--- src/rtl/nand_pgm_pkg.sv ---
package nand_pgm_pkg;
  typedef enum logic [1:0] {CK_CMD, CK_ADDR, CK_DATA, CK_READ} cyc_kind_t;

  typedef enum logic [3:0] {
    S_IDLE, S_CHECK, S_SETUP, S_ADDR, S_DATA, S_JCMD, S_JADDR,
    S_CONF, S_GAP, S_WAIT, S_SCMD, S_SRD
  } seq_state_t;

  localparam logic [7:0] OP_LOAD    = 8'h80;
  localparam logic [7:0] OP_JUMP    = 8'h85;
  localparam logic [7:0] OP_COMMIT  = 8'h10;
  localparam logic [7:0] OP_STATUS  = 8'h70;
endpackage

--- src/rtl/nand_bus_strobe.sv ---
module nand_bus_strobe
  import nand_pgm_pkg::*;
#(
  parameter int unsigned HOLD = 2
) (
  input  logic      clk,
  input  logic      rst_n,
  input  logic      start,
  input  cyc_kind_t kind_i,
  input  logic [7:0] byte_i,
  input  logic [7:0] io_in,
  output logic      done,
  output logic [7:0] rd_byte,
  output logic      we_n,
  output logic      re_n,
  output logic      cle,
  output logic      ale,
  output logic [7:0] io_out,
  output logic      io_oe
);
  localparam int unsigned SPAN = 2 * HOLD;
  localparam int unsigned CW   = (SPAN > 1) ? $clog2(SPAN) : 1;

  logic           active_q;
  logic [CW-1:0]  cnt_q;
  cyc_kind_t      kind_q;
  logic [7:0]     byte_q;
  logic           low;

  always_ff @(posedge clk) begin
    if (!rst_n) begin
      active_q <= 1'b0;
      cnt_q    <= '0;
      kind_q   <= CK_CMD;
      byte_q   <= 8'h00;
      rd_byte  <= 8'h00;
    end else if (start) begin
      active_q <= 1'b1;
      cnt_q    <= '0;
      kind_q   <= kind_i;
      byte_q   <= byte_i;
    end else if (active_q) begin
      if (cnt_q == CW'(SPAN - 1)) active_q <= 1'b0;
      else cnt_q <= cnt_q + 1'b1;
      if (kind_q == CK_READ && cnt_q == CW'(HOLD - 1)) rd_byte <= io_in;
    end
  end

  assign low    = active_q && (cnt_q < CW'(HOLD));
  assign we_n   = !(low && kind_q != CK_READ);
  assign re_n   = !(low && kind_q == CK_READ);
  assign cle    = active_q && kind_q == CK_CMD;
  assign ale    = active_q && kind_q == CK_ADDR;
  assign io_oe  = active_q && kind_q != CK_READ;
  assign io_out = io_oe ? byte_q : 8'h00;
  assign done   = active_q && cnt_q == CW'(SPAN - 1);


  bus_steady_chk: assert property (@(posedge clk) disable iff (!rst_n)
    (!we_n && $past(!we_n)) |-> $stable(io_out));


  no_overlap_chk: assert property (@(posedge clk) disable iff (!rst_n)
    start |-> !active_q);
endmodule

--- src/rtl/nand_page_tally.sv ---
module nand_page_tally #(
  parameter int unsigned ROW_W = 16,
  parameter int unsigned IDX_W = 3,
  parameter int unsigned LIMIT = 4
) (
  input  logic             clk,
  input  logic             rst_n,
  input  logic [ROW_W-1:0] row,
  output logic             allow,
  input  logic             bump
);
  localparam int unsigned SLOTS = 1 << IDX_W;
  localparam int unsigned CW    = $clog2(LIMIT + 1);

  logic [SLOTS-1:0] vld_q;
  logic [ROW_W-1:0] tag_q [SLOTS];
  logic [CW-1:0]    cnt_q [SLOTS];
  logic [IDX_W-1:0] idx;
  logic             hit;

  assign idx   = row[IDX_W-1:0];
  assign hit   = vld_q[idx] && tag_q[idx] == row;
  assign allow = !hit || cnt_q[idx] < CW'(LIMIT);

  always_ff @(posedge clk) begin
    if (!rst_n) begin
      vld_q <= '0;
      for (int s = 0; s < int'(SLOTS); s++) begin
        tag_q[s] <= '0;
        cnt_q[s] <= '0;
      end
    end else if (bump) begin
      vld_q[idx] <= 1'b1;
      tag_q[idx] <= row;
      cnt_q[idx] <= hit ? cnt_q[idx] + 1'b1 : CW'(1);
    end
  end

  for (genvar g = 0; g < int'(SLOTS); g++) begin : g_slot

    tally_cap_chk: assert property (@(posedge clk) disable iff (!rst_n)
      cnt_q[g] <= CW'(LIMIT));
  end
endmodule

--- src/rtl/nand_pgm_seq.sv ---
module nand_pgm_seq
  import nand_pgm_pkg::*;
#(
  parameter int unsigned ADDR_CYC  = 5,
  parameter int unsigned STROBE_W  = 2,
  parameter int unsigned BUSY_GAP  = 2,
  parameter int unsigned TIMEOUT   = 4096,
  parameter int unsigned TALLY_IDX = 6,
  parameter int unsigned PP_LIMIT  = 4,
  localparam int unsigned ROW_W    = 8 * (ADDR_CYC - 2)
) (
  input  logic             clk,
  input  logic             rst_n,
  input  logic             req_valid,
  output logic             req_ready,
  input  logic [ROW_W-1:0] req_row,
  input  logic [15:0]      req_col,
  input  logic [15:0]      req_len,
  input  logic             din_valid,
  output logic             din_ready,
  input  logic [7:0]       din_byte,
  input  logic             din_jump,
  input  logic [15:0]      din_col,
  output logic [7:0]       nand_io_out,
  output logic             nand_io_oe,
  input  logic [7:0]       nand_io_in,
  output logic             nand_cle,
  output logic             nand_ale,
  output logic             nand_ce_n,
  output logic             nand_we_n,
  output logic             nand_re_n,
  input  logic             nand_rb,
  output logic             done_o,
  output logic             fail_o,
  output logic             limit_err_o,
  output logic             timeout_err_o
);
  localparam int unsigned CNT_W = $clog2(TIMEOUT + BUSY_GAP + 1);

  seq_state_t       state_q;
  logic             pend_q, jtaken_q;
  logic [2:0]       idx_q;
  logic [15:0]      col_q, left_q;
  logic [ROW_W-1:0] row_q;
  logic [CNT_W-1:0] cnt_q;
  logic             go, cyc_done, allow;
  cyc_kind_t        kind;
  logic [7:0]       obyte, rd_byte;
  logic [ROW_W-1:0] row_sh;
  logic             want_jump;
  logic             unused_status;

  assign unused_status = ^rd_byte[7:1];
  assign req_ready     = state_q == S_IDLE;
  assign nand_ce_n     = state_q == S_IDLE || state_q == S_CHECK;
  assign want_jump     = din_jump && !jtaken_q;
  assign din_ready     = state_q == S_DATA && !pend_q && din_valid && !want_jump;
  assign row_sh        = row_q >> {idx_q - 3'd2, 3'b000};

  always_comb begin
    go    = 1'b0;
    kind  = CK_CMD;
    obyte = 8'h00;
    unique case (state_q)
      S_SETUP: begin go = !pend_q; obyte = OP_LOAD; end
      S_ADDR: begin
        go   = !pend_q;
        kind = CK_ADDR;
        if (idx_q == 3'd0)      obyte = col_q[7:0];
        else if (idx_q == 3'd1) obyte = col_q[15:8];
        else                    obyte = row_sh[7:0];
      end
      S_DATA:  begin go = din_ready; kind = CK_DATA; obyte = din_byte; end
      S_JCMD:  begin go = !pend_q; obyte = OP_JUMP; end
      S_JADDR: begin
        go    = !pend_q;
        kind  = CK_ADDR;
        obyte = idx_q[0] ? col_q[15:8] : col_q[7:0];
      end
      S_CONF:  begin go = !pend_q; obyte = OP_COMMIT; end
      S_SCMD:  begin go = !pend_q; obyte = OP_STATUS; end
      S_SRD:   begin go = !pend_q; kind = CK_READ; end
      default: ;
    endcase
  end

  always_ff @(posedge clk) begin
    if (!rst_n) begin
      state_q       <= S_IDLE;
      pend_q        <= 1'b0;
      jtaken_q      <= 1'b0;
      idx_q         <= '0;
      col_q         <= '0;
      left_q        <= '0;
      row_q         <= '0;
      cnt_q         <= '0;
      done_o        <= 1'b0;
      fail_o        <= 1'b0;
      limit_err_o   <= 1'b0;
      timeout_err_o <= 1'b0;
    end else begin
      done_o        <= 1'b0;
      fail_o        <= 1'b0;
      limit_err_o   <= 1'b0;
      timeout_err_o <= 1'b0;
      if (go) pend_q <= 1'b1;
      if (cyc_done) pend_q <= 1'b0;
      unique case (state_q)
        S_IDLE: if (req_valid) begin
          row_q   <= req_row;
          col_q   <= req_col;
          left_q  <= req_len;
          state_q <= S_CHECK;
        end
        S_CHECK: if (allow) state_q <= S_SETUP;
                 else begin limit_err_o <= 1'b1; state_q <= S_IDLE; end
        S_SETUP: if (cyc_done) begin idx_q <= '0; state_q <= S_ADDR; end
        S_ADDR: if (cyc_done) begin
          if (idx_q == 3'(ADDR_CYC - 1)) state_q <= S_DATA;
          else idx_q <= idx_q + 1'b1;
        end
        S_DATA: begin
          if (!pend_q && din_valid && want_jump) begin
            col_q    <= din_col;
            jtaken_q <= 1'b1;
            state_q  <= S_JCMD;
          end
          if (go) begin
            jtaken_q <= 1'b0;
            left_q   <= left_q - 1'b1;
          end
          if (cyc_done && left_q == 16'd0) state_q <= S_CONF;
        end
        S_JCMD: if (cyc_done) begin idx_q <= '0; state_q <= S_JADDR; end
        S_JADDR: if (cyc_done) begin
          if (idx_q[0]) state_q <= S_DATA;
          else idx_q <= idx_q + 1'b1;
        end
        S_CONF: if (cyc_done) begin cnt_q <= '0; state_q <= S_GAP; end
        S_GAP: begin
          cnt_q <= cnt_q + 1'b1;
          if (cnt_q >= CNT_W'(BUSY_GAP - 1)) begin cnt_q <= '0; state_q <= S_WAIT; end
        end
        S_WAIT: begin
          if (nand_rb) state_q <= S_SCMD;
          else if (cnt_q == CNT_W'(TIMEOUT - 1)) begin
            timeout_err_o <= 1'b1;
            state_q       <= S_IDLE;
          end else cnt_q <= cnt_q + 1'b1;
        end
        S_SCMD: if (cyc_done) state_q <= S_SRD;
        S_SRD: if (cyc_done) begin
          done_o  <= 1'b1;
          fail_o  <= rd_byte[0];
          state_q <= S_IDLE;
        end
        default: state_q <= S_IDLE;
      endcase
    end
  end

  nand_bus_strobe #(.HOLD(STROBE_W)) i_strobe (
    .clk(clk), .rst_n(rst_n), .start(go), .kind_i(kind), .byte_i(obyte),
    .io_in(nand_io_in), .done(cyc_done), .rd_byte(rd_byte),
    .we_n(nand_we_n), .re_n(nand_re_n), .cle(nand_cle), .ale(nand_ale),
    .io_out(nand_io_out), .io_oe(nand_io_oe)
  );

  nand_page_tally #(.ROW_W(ROW_W), .IDX_W(TALLY_IDX), .LIMIT(PP_LIMIT)) i_tally (
    .clk(clk), .rst_n(rst_n), .row(row_q), .allow(allow),
    .bump(go && state_q == S_CONF)
  );


  din_take_chk: assert property (@(posedge clk) disable iff (!rst_n)
    din_ready |-> din_valid);


  req_idle_chk: assert property (@(posedge clk) disable iff (!rst_n)
    req_ready |-> (nand_ce_n && nand_we_n && nand_re_n));


  busy_bound_chk: assert property (@(posedge clk) disable iff (!rst_n)
    state_q == S_WAIT |-> cnt_q < CNT_W'(TIMEOUT));


  reject_quiet_chk: assert property (@(posedge clk) disable iff (!rst_n)
    limit_err_o |-> (nand_ce_n && !done_o && $past(nand_ce_n)));


  single_end_chk: assert property (@(posedge clk) disable iff (!rst_n)
    !(done_o && timeout_err_o));
endmodule

--- config.mk ---
export PLATFORM = sky130hd
export DESIGN_NAME = nand_pgm_seq
export DESIGN_NICKNAME = d
export VERILOG_FILES = /design/src/rtl/nand_pgm_pkg.sv /design/src/rtl/nand_bus_strobe.sv /design/src/rtl/nand_page_tally.sv /design/src/rtl/nand_pgm_seq.sv
export SDC_FILE = /design/constraint.sdc
export NUM_CORES = 2
export LEC_CHECK = 0
export BUFFER_PORTS_ARGS = -buffer_cell sky130_fd_sc_hd__buf_2
export CAP_MARGIN = 25
export CORE_MARGIN = 5
export CORE_UTILIZATION = 55
export CTS_CLUSTER_DIAMETER = 200
export DETAILED_ROUTE_END_ITERATION = 8
export GPL_TIMING_DRIVEN = 1
export PLACE_DENSITY = 0.71
export SLEW_MARGIN = 30
export SYNTH_ARGS = -nofsm -noshare
export SYNTH_HDL_FRONTEND = slang
export SYNTH_SLANG_ARGS = --single-unit
--- constraint.sdc ---
create_clock -name clk -period 7 [get_ports clk]
set_input_delay 0.35 -clock clk [delete_from_list [all_inputs] [get_ports clk]]
set_output_delay 0.35 -clock clk [all_outputs]
set_load 0.05 [all_outputs]
; After elaboration in Yosys (flattened, before gate mapping)
; Memory sizes are Yosys's and may differ from the RTL's. A register that Yosys moved wholly into a read port is not among the register bits.
; Cells that the tools add are included.
[totals]
ramBits = 1728
elab_cells = 201
input_bits = 94
reg_bits = 160
memories = 2
out_inout_bits = 20
[mem_list]
columns = name, words, word_bits, rd, rd_clocked_by_memory_dff, wr, line
row1 = i_tally.tag_q, 64, 24, 1, 1, 64, nand_page_tally.sv:16  ; logic [ROW_W-1:0] tag_q [SLOTS];
row2 = i_tally.cnt_q, 64, 3, 1, 1, 64, nand_page_tally.sv:17  ; logic [CW-1:0] cnt_q [SLOTS];
[classes]
n_reduce_logical = 55
bitwise_logic = 5
n_addsub = 6
mux = 68
magnitude_cmp = 5
eq_ne = 40
shift = 1
[ops]
columns = cell, n
row1 = 2-to-1 mux 16 bit, 4
row2 = OR 64 bit, 1
row3 = one-hot mux 16 bit (2 select lines), 2
row4 = 2-to-1 mux 4 bit, 15
row5 = one-hot mux 8 bit (7 select lines), 1
row6 = 2-to-1 mux 13 bit, 4
row7 = one-hot mux 4 bit (12 select lines), 1
row8 = one-hot mux 13 bit (3 select lines), 1
row9 = 2-to-1 mux 6 bit, 6
row10 = != test 2 bit (second input constant), 17
row11 = 2-to-1 mux 8 bit, 4
row12 = == test 24 bit, 1
row13 = 2-to-1 mux 24 bit, 1
row14 = OR reduction 24 bit, 1
row15 = >> shifter 24 x 6 -> 8 bit, 1
row16 = 2-to-1 mux 3 bit, 7
row17 = logical AND 1 bit, 18
row18 = == test 4 x 3 -> 1 bit (second input constant), 4
row19 = == test 4 bit (second input constant), 4
row20 = logical NOT 16 bit, 1
row21 = 2-to-1 mux 1 bit, 16
row22 = subtractor 16 x 1 -> 16 bit (second input constant), 1
row23 = adder 13 x 1 -> 13 bit (second input constant), 1
row24 = == test 13 x 12 -> 1 bit (second input constant), 1
row25 = other kinds (40), 67

; Logic depth before layout (Yosys ltp)
[logic_depth]
ltp_word = 11
depth_mapped = 18
depth_no_buf = 12

; By module
; Synthesis repeated with hierarchy kept, for this count alone.
[unflattened]
cells_unflattened = 6626
area_unflattened_um2 = 85198.0
[modules_own_cells]
columns = module, instances, cells_per_inst, seq_area_each_um2, area_per_inst_um2
row1 = nand_page_tally, 1, 5867, 53171.0, 79339.8
row2 = nand_pgm_seq, 1, 663, 1641.6, 4912.2
row3 = nand_bus_strobe, 1, 96, 420.4, 945.9

; Worst setup path before layout
; OpenSTA, ideal clock, no wires.
[synth_timing]
path_kind = reg2reg
start = register state_q[3]
end = memory i_tally.cnt_q[23][0] (netlist name) (enable)
setup_ns = 0.384
stages_incl_launch_ff = 13
path_slack_ns = 2.462
required_time_ns = 6.616
path_buffers = 2
arrival_time_ns = 4.154
synth_period_minus_slack_ns = 4.538
path_cell_list = dfxtp_1 > nand2b_1 > nor3_2 > nand3b_1 > nor2_1 > nor2_1 > or2_2 > or4_1 > clkbuf_1 > nor2_1 > clkbuf_1 > nand2_1 > nand2_1
[synth_rtl]
columns = item, line
row1 = start: declaration, nand_pgm_seq.sv:40  ; seq_state_t state_q;
row2 = start signal: assignment, nand_pgm_seq.sv:89  ; state_q <= S_IDLE;
row3 = start signal: assignment, nand_pgm_seq.sv:113  ; state_q <= S_CHECK;
row4 = start signal: assignment, nand_pgm_seq.sv:115  ; S_CHECK: if (allow) state_q <= S_SETUP;
row5 = end: declaration, nand_page_tally.sv:17

==> out/qor.csv <==
metric;value;unit
max_cap_viol_count;0;
netlist-cell-type-count;80;
worst_hold_path_type;primary input to register;
ir_drop;0.0002653;V
final.min_clock_period;5.591;ns
cts-buffers-inserted;189;
drive_gt1_share;16.69;%
finalClockSkew;0.03373;ns
routed-via-count;56480;
filler_cell_count;11280;
postSynth.asyncResetShare;0;%
maxSlewHeadroom;16.53;%
synth_sequential_area_ratio;64.99;%
firstDrtPassIters;8;
synth.ff_latch_count;1894;
worst-slew-pin-transition;1.249;ns
mostFrequentLayoutCell;edfxtp_1;
grt_setup_unrepaired;no;
cpPeakStageDelay;0.72;ns
synth_area_leader_cell;edfxtp_1;
place.detailed.instances;7976;
clock_tree.htree_level_count;4;
mappedNetlistArea;84960;sq um
finalHoldViolations;0;
ff2ff_path_depth;12;
antenna_violations_before_repair;15;
initial_utilization;55.21;%
first_global_vias;54390;
critical-path-top-delay-family;simple AND/OR/NAND/NOR gates;
vias_per_cell;6.708;
avgSynthCellArea;14.01;sq um
grt_first_pass_wirelength;389000;um
core;153900;sq um
synth.yosys.warnings;0;
timing_max_transition_violations_final;0;
leakagePower;0.03974;uW
groute.usage.overall;33.24;%
globalplace.congestion;0.9584;
drt_wl_total;273600;um
cts.reportedPaths.clkPinSlew;0.06;ns
p_per_area;311.2;nW/um^2
nets;6313;
chip_height;403.0;um
postSynthCellCount;6062;
outcome;completed;
area.growth.synth_to_final;11.90;%
die_w;403.0;um
placement_rows;144;
timing.setup.tns;0;ns
buffer_ports.inserted;106;
ys_top_cells_by_area;edfxtp_1 (61%), mux4_2 (10%), and3_1 (8.6%);
synth_top_flop_cell;edfxtp_1;
instances_no_fill;8420;
timing.critical_path.to;i_tally.cnt_q[28][1];
grt_max_degree;145;
worstSetupEndpointType;register;
finalSetupViolCount;0;
setup.worst_path.class;register to register;
route.antenna.remaining_nets;0;
critical_path_cell_count;12;
tritoncts;built;
cp_max_fo;48;
synth_top_cell_area_share;61.08;%
number_of_buffers_on_the_longest_clock_path;3;
cts_sinks;1894;
post_synth_edffs;1728;
maximum_achievable_frequency;178.9;MHz
crit_chain;buf_4 > and2_1 > a22oi_1 > o2111ai_1 > nand4_1 > nor4_1 > xnor2_1 > nor4_1 > and4_1 > nand3_2 > buf_4 > nor2_1;
final_min_period_over_clock_period;79.87;%
rrSetupSlack;1.41;ns
worst_path_max_delay_cell;and2_1;
setup_buffers_after_cts;0;
place_hpwl;163500;um
timing.rr.end;i_tally.cnt_q[28][1];
first_iter_violations;9659;
layout_common_cells;edfxtp_1 (1,728), and3_1 (1,165), nand2_1 (521), mux4_2 (385), nor2_1 (270);
timing.critical_path.buf_inv;2;
post-layout-total-power;29580;uW
ctsResizeCount;0;
die-area;162400;sq um
arrival;6.14;ns
i_o_pin_cnt;114;
start_kind;register;
drc;0;
drt-wirelength-per-cell;32.50;um
overflow;0;
post_dp_cell_area;88070;sq um
crit_required;7.54;ns
final_design_area_no_fill;95070;sq um
clock_latency_on_the_worst_skew_pair;0.83;ns
clock_tree.root_cell;clkbuf_16;
worst register-to-register path: stages, from the launching register on:
cell,delay (ns)
dfxtp_4,0.69
buf_4,0.69
and2_1,0.74
a22oi_1,0.20
o2111ai_1,0.39
nand4_1,0.42
nor4_1,0.71
xnor2_1,0.19
nor4_1,0.06
and4_1,0.33
nand3_2,0.12
buf_4,0.57
nor2_1,0.21
what timing repair did:
action                                  4_1_cts  5_1_grt
endpoints found under the setup margin        0        0
hold endpoints to repair                     92        0
hold buffers                                 86        0
per-stage QoR:
| step | utilization, % | hold slack, ns | setup WS, ns |
|---|---|---|---|
| 3_3_place_gp | 57.20 | 0.4265 | 1.693 |
| 3_5_place_dp | 57.24 | 0.4315 | 1.658 |
| 2_1_floorplan | - | 0.4183 | 2.462 |
| 6_report | 61.79 | 0.05390 | 1.409 |
| 5_1_grt | 61.77 | 0.07804 | 1.156 |
| 4_1_cts | 61.76 | 0.01455 | 1.604 |
cell type report:
| cell class | instances | area [sq um] | share of cell area [%] |
|---|---|---|---|
| Antenna cell | 7 | 17.52 | 0.01843 |
| Clock buffer | 262 | 5298 | 5.572 |
| Clock inverter | 89 | 792.0 | 0.8331 |
| Inverter | 209 | 784.5 | 0.8252 |
| Multi-Input combinational cell | 3508 | 27070 | 28.48 |
| Sequential cell | 1894 | 55260 | 58.12 |
| Tap cell | 2044 | 2557 | 2.690 |
| Timing Repair Buffer | 407 | 3293 | 3.464 |
worst min path at each step:
stage                              to              start  cells past startpoint
finish                       jtaken_q           din_jump                      4
global placement    i_tally.vld_q[29]  i_tally.vld_q[29]                      2
floorplan           i_tally.vld_q[19]  i_tally.vld_q[19]                      2
detailed placement  i_tally.vld_q[19]  i_tally.vld_q[19]                      2
CTS                          jtaken_q           din_jump                      4
global route                 jtaken_q           din_jump                      4
synth_stat cells, types with 8 or more instances:
cell type / instances
edfxtp_1: 1728
and2_1: 26
a211oi_1: 9
nand4_1: 15
dfxtp_1: 166
nand3_1: 52
a21boi_0: 32
buf_6: 21
nor2_1: 279
buf_2: 73
o211a_1: 20
buf_1: 25
a22o_1: 12
nor2b_1: 43
o22ai_1: 43
and3_1: 1169
clkbuf_1: 494
a221oi_1: 16
a31oi_1: 19
mux2i_1: 186
o21ai_0: 55
a22oi_1: 95
o211ai_1: 27
xor2_1: 17
a32oi_1: 8
buf_4: 29
nand2b_1: 14
nand2_1: 525
or3_1: 9
mux4_2: 385
nor4_1: 30
xnor2_1: 21
inv_1: 207
nor3_1: 25
a21oi_1: 77
ha_1: 10
registers in the layout (all words and copies together) (netlist names), 2 cells and up, named ones only:
| register | flops |
|---|---|
| cnt_q | 13 |
| col_q | 16 |
| idx_q | 3 |
| i_strobe.byte_q | 8 |
| i_strobe.cnt_q | 2 |
| i_tally.tag_q | 1536 |
| state_q | 4 |
| i_strobe.kind_q | 2 |
| i_tally.cnt_q | 192 |
| i_tally.vld_q | 64 |
| row_q | 24 |
| left_q | 16 |
power by group:
| group | total, uW | internal (uW) | switching [uW] |
|---|---|---|---|
| Combinational | 6250 | 1950 | 4300 |
| Clock | 10000 | 5660 | 4380 |
| Sequential | 13300 | 12800 | 462 |
cells by family after synthesis:
logic type | after synthesis | share of synthesized area [%]
simple gates | 2221 | 13.95
flops | 1894 | 64.99
buf+inv | 851 | 4.181
mux | 577 | 12.48
compound gates | 470 | 3.856
xor+xnor | 38 | 0.3917
fa+ha+maj | 10 | 0.1473
other cells | 1 | 0.004414
per-layer routing:
layer / routed length, um / global-route usage, % / vias to the layer above / part of all wire (%)
met5: 27 / 0 / - / 0.0099
met4: 17850 / 17.38 / 4 / 6.5
met3: 39990 / 10.35 / 852 / 15
met2: 121700 / 49.56 / 4379 / 44
met1: 94090 / 44.27 / 28190 / 34
li1: - / - / 23050 / -
No activity file was read; power rests on OpenSTA's default activity.
